### src/rtl/li_acc_node.sv
module li_acc_node #(
  parameter int W     = 8,
  parameter int DEPTH = 4
) (
  input  logic         clk,
  input  logic         rst_n,
  input  logic         a_valid,
  output logic         a_ready,
  input  logic [W-1:0] a_data,
  input  logic         b_valid,
  output logic         b_ready,
  input  logic [W-1:0] b_data,
  output logic         x_valid,
  input  logic         x_ready,
  output logic [W-1:0] x_data,
  output logic         y_valid,
  input  logic         y_ready,
  output logic [W-1:0] y_data
);
  localparam int AW = (DEPTH > 1) ? $clog2(DEPTH) : 1;
  localparam int CW = $clog2(DEPTH + 1);
  localparam int NCH = 4;  // 0:a 1:b 2:x 3:y

  logic [NCH-1:0] push, pop;
  logic [W-1:0]   din  [NCH];
  logic [W-1:0]   head [NCH];
  logic [CW-1:0]  cnt  [NCH];

  logic [W-1:0] acc;
  logic         sent_x, sent_y;
  logic         fire_x, fire_y, commit;

  for (genvar g = 0; g < NCH; g++) begin : ch
    logic [W-1:0]  mem [DEPTH];
    logic [AW-1:0] wp, rp;
    logic [CW-1:0] n;

    always_ff @(posedge clk or negedge rst_n) begin
      if (!rst_n) begin
        wp <= '0;
        rp <= '0;
        n  <= '0;
      end else begin
        if (push[g]) wp <= (wp == AW'(DEPTH - 1)) ? '0 : wp + 1'b1;
        if (pop[g])  rp <= (rp == AW'(DEPTH - 1)) ? '0 : rp + 1'b1;
        n <= n + CW'(push[g]) - CW'(pop[g]);
      end
    end

    always_ff @(posedge clk)
      if (push[g]) mem[wp] <= din[g];

    assign head[g] = mem[rp];
    assign cnt[g]  = n;

    assert_no_overflow_R2: assert property (@(posedge clk) disable iff (!rst_n)
      n <= CW'(DEPTH));
  end

  wire a_have = cnt[0] != '0;
  wire b_have = cnt[1] != '0;

  assign a_ready = cnt[0] != CW'(DEPTH);
  assign b_ready = cnt[1] != CW'(DEPTH);
  assign x_valid = cnt[2] != '0;
  assign y_valid = cnt[3] != '0;
  assign x_data  = head[2];
  assign y_data  = head[3];

  assign fire_x = !sent_x && a_have && cnt[2] != CW'(DEPTH);
  assign fire_y = !sent_y && a_have && b_have && cnt[3] != CW'(DEPTH);
  assign commit = sent_x && sent_y && a_have && b_have;

  assign din[0] = a_data;
  assign din[1] = b_data;
  assign din[2] = head[0] + acc;
  assign din[3] = head[0] ^ head[1] ^ acc;

  assign push = {fire_y, fire_x, b_valid && b_ready, a_valid && a_ready};
  assign pop  = {y_valid && y_ready, x_valid && x_ready, commit, commit};

  always_ff @(posedge clk or negedge rst_n) begin
    if (!rst_n) begin
      acc    <= '0;
      sent_x <= 1'b0;
      sent_y <= 1'b0;
    end else if (commit) begin
      acc    <= acc + head[0] + head[1];
      sent_x <= 1'b0;
      sent_y <= 1'b0;
    end else begin
      if (fire_x) sent_x <= 1'b1;
      if (fire_y) sent_y <= 1'b1;
    end
  end

  assert_reset_state_R1: assert property (@(posedge clk) disable iff (!rst_n)
    $rose(rst_n) |-> (acc == '0 && !sent_x && !sent_y));

  assert_acc_update_R5: assert property (@(posedge clk) disable iff (!rst_n)
    commit |=> acc == W'($past(acc) + $past(head[0]) + $past(head[1])));

  assert_x_alone_R6: assert property (@(posedge clk) disable iff (!rst_n)
    (!sent_x && a_have && cnt[2] != CW'(DEPTH)) |=> (sent_x && cnt[2] != '0));

  assert_once_per_step_R7: assert property (@(posedge clk) disable iff (!rst_n)
    (cnt[2] > $past(cnt[2])) |-> !$past(sent_x));

  assert_commit_after_sends_R8: assert property (@(posedge clk) disable iff (!rst_n)
    !$stable(acc) |-> $past(sent_x && sent_y));

  assert_no_fire_on_commit_R8: assert property (@(posedge clk) disable iff (!rst_n)
    commit |-> !(fire_x || fire_y));
endmodule

### config.mk
export PLATFORM = sky130hd
export DESIGN_NAME = li_acc_node
export DESIGN_NICKNAME = d
export VERILOG_FILES = /design/src/rtl/li_acc_node.sv
export SDC_FILE = /design/constraint.sdc
export NUM_CORES = 1
export LEC_CHECK = 0
export ABC_AREA = 0
export CORE_MARGIN = 8
export CORE_UTILIZATION = 43
export DETAILED_ROUTE_END_ITERATION = 10
export GPL_TIMING_DRIVEN = 0
export SLEW_MARGIN = 20
export SYNTH_ARGS = -nofsm -noshare
export SYNTH_HDL_FRONTEND = slang
export SYNTH_SLANG_ARGS = --single-unit
### constraint.sdc
create_clock -name clk -period 3.89 [get_ports clk]
set_clock_uncertainty 0.2 [all_clocks]
set_input_delay 0.5835 -clock clk [delete_from_list [all_inputs] [get_ports clk]]
set_output_delay 0.5835 -clock clk [all_outputs]
set_load 0.005 [all_outputs]
# [Word-level counts from Yosys, hierarchy flattened]
# Memories as Yosys holds them, arrays and structs flattened.
# Cells that the tools add are included.
# W data, S select, Z words.
[word_totals] reg_bits=38 mem_bits_rw=128 in_bits=22 output_inout_bits=20 elab_cells=91 mem_count=4
[mem_list] memory="ch[0].mem" depth=4 width=8 read_ports=1 rd_clocked_by_memory_dff=0 wr=1 line_no="34" text="logic [W-1:0] mem [DEPTH];"
[mem_list] memory="ch[1].mem" depth=4 width=8 read_ports=1 rd_clocked_by_memory_dff=0 wr=1 line_no="34"
[mem_list] memory="ch[2].mem" depth=4 width=8 read_ports=1 rd_clocked_by_memory_dff=0 wr=1 line_no="34"
[mem_list] memory="ch[3].mem" depth=4 width=8 read_ports=1 rd_clocked_by_memory_dff=0 wr=1 line_no="34"
[classes] addsub=18 eq_ne=12 n_mux=20 n_bitwise=2 n_reduce_logical=20
[op_table] operator="$add A2 B1 Y2 const B" n=8
[op_table] operator="$add A8 B8 Y8" n=2
[op_table] operator="$eq A2 B2 Y1 const B" n=8
[op_table] operator="$mux W2" n=8
[op_table] operator="$xor A8 B8 Y8" n=2
[op_table] operator="$add A3 B1 Y3" n=4
[op_table] operator="$logic_and A1 B1 Y1" n=12
[op_table] operator="$mux W1" n=12
[op_table] operator="$ne A3 B3 Y1 const B" n=4
[op_table] operator="$reduce_bool A3 Y1" n=4
[op_table] operator="$sub A3 B1 Y3" n=4
[op_table] operator="$reduce_bool A2 Y1" n=2
[op_table] operator="$logic_not A1 Y1" n=2

# [Depth between registers and ports, before layout]
# Gate-level depths: netlist of run 1.
[logic_depth] word_depth=6 depth_mapped=14 mapped_depth_nobuf=13

# [Worst setup path before layout of run 1]
# Ideal clock, no wire load.
[synth_timing] kind="reg-to-reg" from="register ch[0].rp[0]" to="register acc[7]" setup_time_ns=0.130 arrival_ns=3.237 required_time_ns=3.560 slack_ns=0.323 stages_incl_launch_ff=15 n_path_buf=1 synth_period_minus_slack_ns=3.567 cell_sequence="dfrtp_1 -> buf_6 -> mux4_1 -> ha_1 -> fa_1 -> a21o_1 -> a21oi_1 -> o21bai_1 -> a21oi_1 -> xnor2_1 -> ha_1 -> a21oi_1 -> o21ai_0 -> xnor2_1 -> o21ai_1"
[synth_lines] element="start, declared" line_no="35" text="logic [AW-1:0] wp, rp;"
[synth_lines] element="start signal, assigned" line_no="45" text="if (pop[g]) rp <= (rp == AW'(DEPTH - 1)) ? '0 : rp + 1'b1;"
[synth_lines] element="end signal, assigned" line_no="88" text="acc <= acc + head[0] + head[1];"
[synth_lines] element="end, declared" line_no="29" text="logic [W-1:0] acc;"

==> qor.tcl, run 1 <==
set qor(final-hold-violation-count) 0
set qor(synth-seq-area-share_pct) 65.6
set qor(vias) 3717
set qor(rrSetupSlack_ns) 0.18
set qor(core.rowCount) 47
set qor(layout_commonest_cell) {edfxtp_1}
set qor(synth.area.top_cells) {edfxtp_1 53%, dfrtp_1 13%, mux4_2 7.7%, ha_1 7.2%, xnor2_1 3.6%}
set qor(total_negative_slack_for_setup_checks_ns) 0
set qor(gp_congestion) 0.783
set qor(placed_cells_incl_taps) 707
set qor(wl_per_cell_um) 17.5
set qor(layout.cells.most_common_list) {128 x edfxtp_1, 41 x ha_1, 40 x clkdlybuf4s50_1}
set qor(path_class) {flip-flop to flip-flop}
set qor(floorplan.die_area_mm2) 0.0214
set qor(hp-class) {flip-flop to flip-flop}
set qor(slew_headroom_pct) 45.8
set qor(hp-start) {acc[0]$_DFFE_PN0P_}
set qor(number_of_register_bits_inferred_by_synthesis) 166
set qor(wirelength_um) 13000
set qor(clockBufferDepth) 2
set qor(holdPathEnd) {acc[0]$_DFFE_PN0P_}
set qor(dp_slack_ns) -0.226
set qor(clock_buffers_created_by_tritoncts) 17
set qor(cts_tree) {built}
set qor(grt_first_pass_wirelength_um) 21400
set qor(r2r-end) {acc[7]$_DFFE_PN0P_}
set qor(area_growth_pct) 18.9
set qor(postSynth.topFlopCell) {edfxtp_1}
set qor(worst_ep_arrival_time_ns) 3.80
set qor(postSynthCellCount) 445
set qor(clock_tree.htree_level_count) 4
set qor(layout_worst_path_cycle_share_pct) 95.4
set qor(synth.top_cell.area_share_pct) 52.6
set qor(final_core_util_pct) 52.4
set qor(global_route.overflow_total) 0
set qor(antenna_found_initial) 0
set qor(post_synth.cell_area_avg_um2) 16.4
set qor(worstRegToRegCells) 13
set qor(timing.critical_path.required_ns) 3.97
set qor(crit-reg2reg-launch) {ch[0].rp[0]$_DFFE_PN0P_}
set qor(antenna_cells) 0
set qor(dp_hpwl_um) 9320
set qor(port_buffers) 41
set qor(yosysUniqueCellTypes) 34
set qor(synth-edff-count) 128
set qor(n_fill_cell) 1377
set qor(synth_top_area_cell) {edfxtp_1}
set qor(core_area_mm2) 0.0166
set qor(run_status) {finished, final reports clean}
set qor(net_count_of_the_mapped_netlist) 515
set qor(cp-end-kind) {flip-flop}
set qor(drc) 0
set qor(max_freq_mhz) 269
set qor(floorplan.io_pins) 42
set qor(cap_violations) 0
set qor(setup_viols_final) 0
set qor(cp_max_fo) 10
set qor(whs_path_depth) 2
set qor(post_drt_via_cell_ratio) 5.02
set qor(cts.reportedPaths.clkPinSlew_ns) 0.06
set qor(layout.cells.non_filler) 740
set qor(synthArstFlopShare_pct) 22.9
set qor(drt_first_pass_iters) 4
set qor(yosysWarningCount) 0
set qor(clock_sink_count) 166
set qor(synth.cell_area_mm2) 0.00731
set qor(post_route_cells_drive_above_1_share_pct) 13.8
set qor(grt_pass1_vias) 4110
set qor(fin_nets) 577
set qor(die_width_um) 146
set qor(antenna_left) 0
set qor(min_period_ns) 3.71
set qor(initialDrtViolationCount) 138
set qor(maxSlewViolCount) 0
set qor(chipHeight_um) 146
set qor(largest_net_degree_at_the_start_of_global_routing) 31
set qor(clk_root_buffer_cell) {clkbuf_16}
set qor(setup_slack_ns) 0.178
set qor(overall_fraction_of_global_route_tracks_in_use_pct) 13.0
set qor(insertion_delay_ns) 0.42
set qor(starting_density_pct) 44.1
set qor(startpoint_class) {flip-flop}
set qor(timing_worst_slew_pin_value_ns) 0.807
-- what timing repair did --
item,in CTS,in global routing
hold endpoints to repair,8,0
gates resized for setup,3,7
setup endpoints to repair,2,2
buffers inserted,0,1
hold buffers,1,0
pin swaps,0,1
-- how the worst max path moves through the flow --
stage,from,to,slack (ns)
global placement,ch[0].rp[1]$_DFFE_PN0P_,acc[7]$_DFFE_PN0P_,-0.16
floorplan,ch[0].rp[0]$_DFFE_PN0P_,acc[7]$_DFFE_PN0P_,0.32
finish,ch[0].rp[0]$_DFFE_PN0P_,acc[7]$_DFFE_PN0P_,0.18
CTS,ch[0].rp[0]$_DFFE_PN0P_,acc[7]$_DFFE_PN0P_,0.02
detailed placement,ch[0].rp[1]$_DFFE_PN0P_,acc[7]$_DFFE_PN0P_,-0.23
global route,ch[0].rp[0]$_DFFE_PN0P_,acc[7]$_DFFE_PN0P_,-0.007
-- stage by stage --
| step | cell area (um^2) | hold slack [ns] |
|---|---|---|
| global placement | 7990 | 0.312 |
| CTS | 8620 | 0.332 |
| global route | 8680 | 0.352 |
| floorplan | 7310 | 0.0879 |
| detailed placement | 8010 | 0.271 |
| finish | 8680 | 0.330 |
-- registers in the layout (all words and copies together) (netlist names) --
signal / count
ch.n: 12
ch.wp: 8
ch.rp: 8
sent_y: 1
sent_x: 1
ch.mem: 128
acc: 8
-- layout make-up --
cell class | count | area, um^2 | share of cell area, %
Clock buffer | 23 | 478 | 5.50
Tap cell | 220 | 275 | 3.17
Sequential cell | 166 | 4790 | 55.2
Timing Repair Buffer | 44 | 443 | 5.10
Buffer | 10 | 46.3 | 0.533
Clock inverter | 9 | 125 | 1.44
Multi-Input combinational cell | 237 | 2410 | 27.7
Inverter | 31 | 116 | 1.34
-- synth_stat cells (5+ instances only) --
cell type,instances
a21oi_1,12
a21o_1,7
edfxtp_1,128
o21ai_0,14
inv_1,31
xnor2_1,30
nor3_1,6
fa_1,6
mux4_1,7
and3_1,12
nand2_1,35
xor2_1,6
dfrtp_1,38
clkbuf_1,6
and2_1,5
nor2_1,11
mux4_2,25
ha_1,42
-- critical path, cell delays in order (launching register included) --
cell,delay (ns)
dfrtp_1,0.37
buf_6,0.18
mux4_1,0.64
ha_1,0.38
a21oi_1,0.23
nand2_1,0.17
xor2_4,0.21
ha_1,0.37
nand2_1,0.06
o211ai_1,0.22
a21oi_2,0.11
o21ai_0,0.22
xnor2_1,0.14
o21ai_1,0.08
-- cells by family after synthesis --
logic type / share of synthesized area [%]
muxes: 10.5
xor gates and xnor gates: 4.54
adders and majority gates: 8.84
and+or+nand+nor: 5.00
buffers and inverters: 2.28
DFF: 65.6
AOI/OAI and AO/OA: 3.19
-- layer usage --
layer  GRT usage [%]  share of wire (%)  vias up
met4            5.31                1.6        0
met5               0                  0        -
met1            15.5                 45     1873
li1                -                  -     1776
met2            21.9                 50       51
met3            3.62                3.1       17
Power of run 1 is left out: the tool's default activity adds up to more than one toggle a clock period on the data nets, which glitch-free logic cannot reach.
==> inputs of run 2 (changes only) <==
Settings changed: CORE_UTILIZATION 43 to 45, CTS_CLUSTER_SIZE set to 14.
==> qor.tcl, run 2 (synthesized netlist as in run 1, its figures left out) <==
set qor(run_status) {finished, final reports clean}
set qor(cp_max_fo) 8
set qor(floorplan.die_area_mm2) 0.0206
set qor(clockBufferDepth) 2
set qor(worst_setup_path_endpoint) {acc[7]$_DFFE_PN0P_}
set qor(setup_viols_final) 0
set qor(chipHeight_um) 143
set qor(wl_per_cell_um) 17.8
set qor(gp_congestion) 0.782
set qor(clk_root_buffer_cell) {clkbuf_16}
set qor(cts_tree) {built}
set qor(clock_sink_count) 166
set qor(cp-end-kind) {flip-flop}
set qor(worst_ep_arrival_time_ns) 3.79
set qor(antenna_found_initial) 0
set qor(floorplan.io_pins) 42
set qor(dp_slack_ns) -0.264
set qor(largest_net_degree_at_the_start_of_global_routing) 25
set qor(setup.worst_path.start) {ch[0].rp[0]$_DFFE_PN0P_}
set qor(cts.reportedPaths.clkPinSlew_ns) 0.06
set qor(core_area_mm2) 0.0159
set qor(rrSetupSlack_ns) 0.18
set qor(maxSlewViolCount) 0
set qor(startpoint_class) {flip-flop}
set qor(wirelength_um) 13100
set qor(worstRegToRegCells) 14
set qor(area_growth_pct) 19.3
set qor(port_buffers) 41
set qor(grt_pass1_vias) 3888
set qor(path_class) {flip-flop to flip-flop}
set qor(insertion_delay_ns) 0.42
set qor(timing_worst_slew_pin_value_ns) 0.950
set qor(reg.largest.list) {ch.mem (128), ch.n (12)}
set qor(crit-reg2reg-launch) {ch[0].rp[0]$_DFFE_PN0P_}
set qor(grt_first_pass_wirelength_um) 21000
set qor(slew_headroom_pct) 36.3
set qor(vias) 3755
set qor(post_drt_via_cell_ratio) 5.09
set qor(grt_setup_unrepaired) {false}
set qor(layout_worst_path_cycle_share_pct) 95.4
set qor(final-hold-violation-count) 0
set qor(r2r-end) {acc[7]$_DFFE_PN0P_}
set qor(overall_fraction_of_global_route_tracks_in_use_pct) 13.7
set qor(placed_cells_incl_taps) 703
set qor(largest-register) {ch.mem}
set qor(global_route.overflow_total) 0
set qor(post_route_cells_drive_above_1_share_pct) 14.0
set qor(layout_commonest_cell) {edfxtp_1}
set qor(initialDrtViolationCount) 182
set qor(antenna_left) 0
set qor(cap_violations) 0
set qor(drt_first_pass_iters) 4
set qor(core.rowCount) 46
set qor(starting_density_pct) 46.0
set qor(layout.cells.most_common_list) {128 x edfxtp_1, 41 x ha_1, 40 x clkdlybuf4s50_1}
set qor(max_freq_mhz) 270
set qor(antenna_cells) 0
set qor(clock_buffers_created_by_tritoncts) 17
set qor(drc) 0
set qor(die_width_um) 143
set qor(dp_hpwl_um) 9320
set qor(layout.cells.non_filler) 738
set qor(clock_tree.htree_level_count) 4
set qor(fin_nets) 580
set qor(hp-class) {flip-flop to flip-flop}
set qor(largest_register_ffs) 128
set qor(min_period_ns) 3.71
set qor(timing.critical_path.required_ns) 3.97
set qor(setup_slack_ns) 0.181
==> run 2: timing repair <==
item,in CTS,in global routing
setup buffers,0,4
resized for setup,4,8
gates cloned,0,0
hold buffers,1,0
pin swaps,1,2
endpoints found under the setup margin,2,2
endpoints found under the hold margin,14,0
==> run 2: area by class of cell <==
| class | instances | area, um^2 |
|---|---|---|
| Clock inverter | 12 | 184 |
| Inverter | 31 | 116 |
| Sequential cell | 166 | 4790 |
| Clock buffer | 19 | 433 |
| Buffer | 10 | 46.3 |
| Fill cell | 1284 | 7170 |
| Timing Repair Buffer | 47 | 465 |
| Tap cell | 216 | 270 |
| Multi-Input combinational cell | 237 | 2400 |
==> run 2: worst min path at each step <==
stage	cells past startpoint	slack (ns)	start	endpoint
finish	2	0.33	acc[0]$_DFFE_PN0P_	acc[0]$_DFFE_PN0P_
CTS	1	0.33	sent_y$_DFFE_PN0P_	sent_y$_DFFE_PN0P_
floorplan	0	0.09	rst_n	acc[0]$_DFFE_PN0P_
detailed placement	2	0.32	acc[0]$_DFFE_PN0P_	acc[0]$_DFFE_PN0P_
global placement	2	0.31	acc[0]$_DFFE_PN0P_	acc[0]$_DFFE_PN0P_
global route	1	0.36	sent_y$_DFFE_PN0P_	sent_y$_DFFE_PN0P_
==> run 2: metal layers <==
metal  track usage, %  wire [um]  vias up
met4             5.48        244        0
li1                 -          -     1780
met1             17.0       5930     1902
met5                0          0        -
met2             22.1       6440       55
met3             4.25        519       18
==> run 2: worst max-delay path: stages, from the launching register on <==
cell and delay [ns]:
dfrtp_1 0.38, buf_6 0.16, mux4_2 0.56, ha_1 0.25, fa_2 0.38, a21o_1 0.18, a21oi_2 0.17, o21bai_1 0.10
a21oi_2 0.26, xnor2_4 0.19, ha_4 0.25, a21oi_1 0.13, o21ai_1 0.10, xnor2_1 0.18, o21ai_1 0.07
==> run 2: metrics by stage <==
stage | utilization [%] | hold WS [ns] | area, um^2 | TNS [ns]
after floorplan | - | 0.0879 | 7310 | 0
after global placement | 50.3 | 0.311 | 7990 | -0.290
after detailed placement | 50.4 | 0.316 | 8000 | -0.419
after CTS | 54.4 | 0.332 | 8640 | -0.0163
after global routing | 54.9 | 0.355 | 8710 | 0
final | 54.9 | 0.329 | 8710 | 0
Power of run 2 is left out for the same reason.
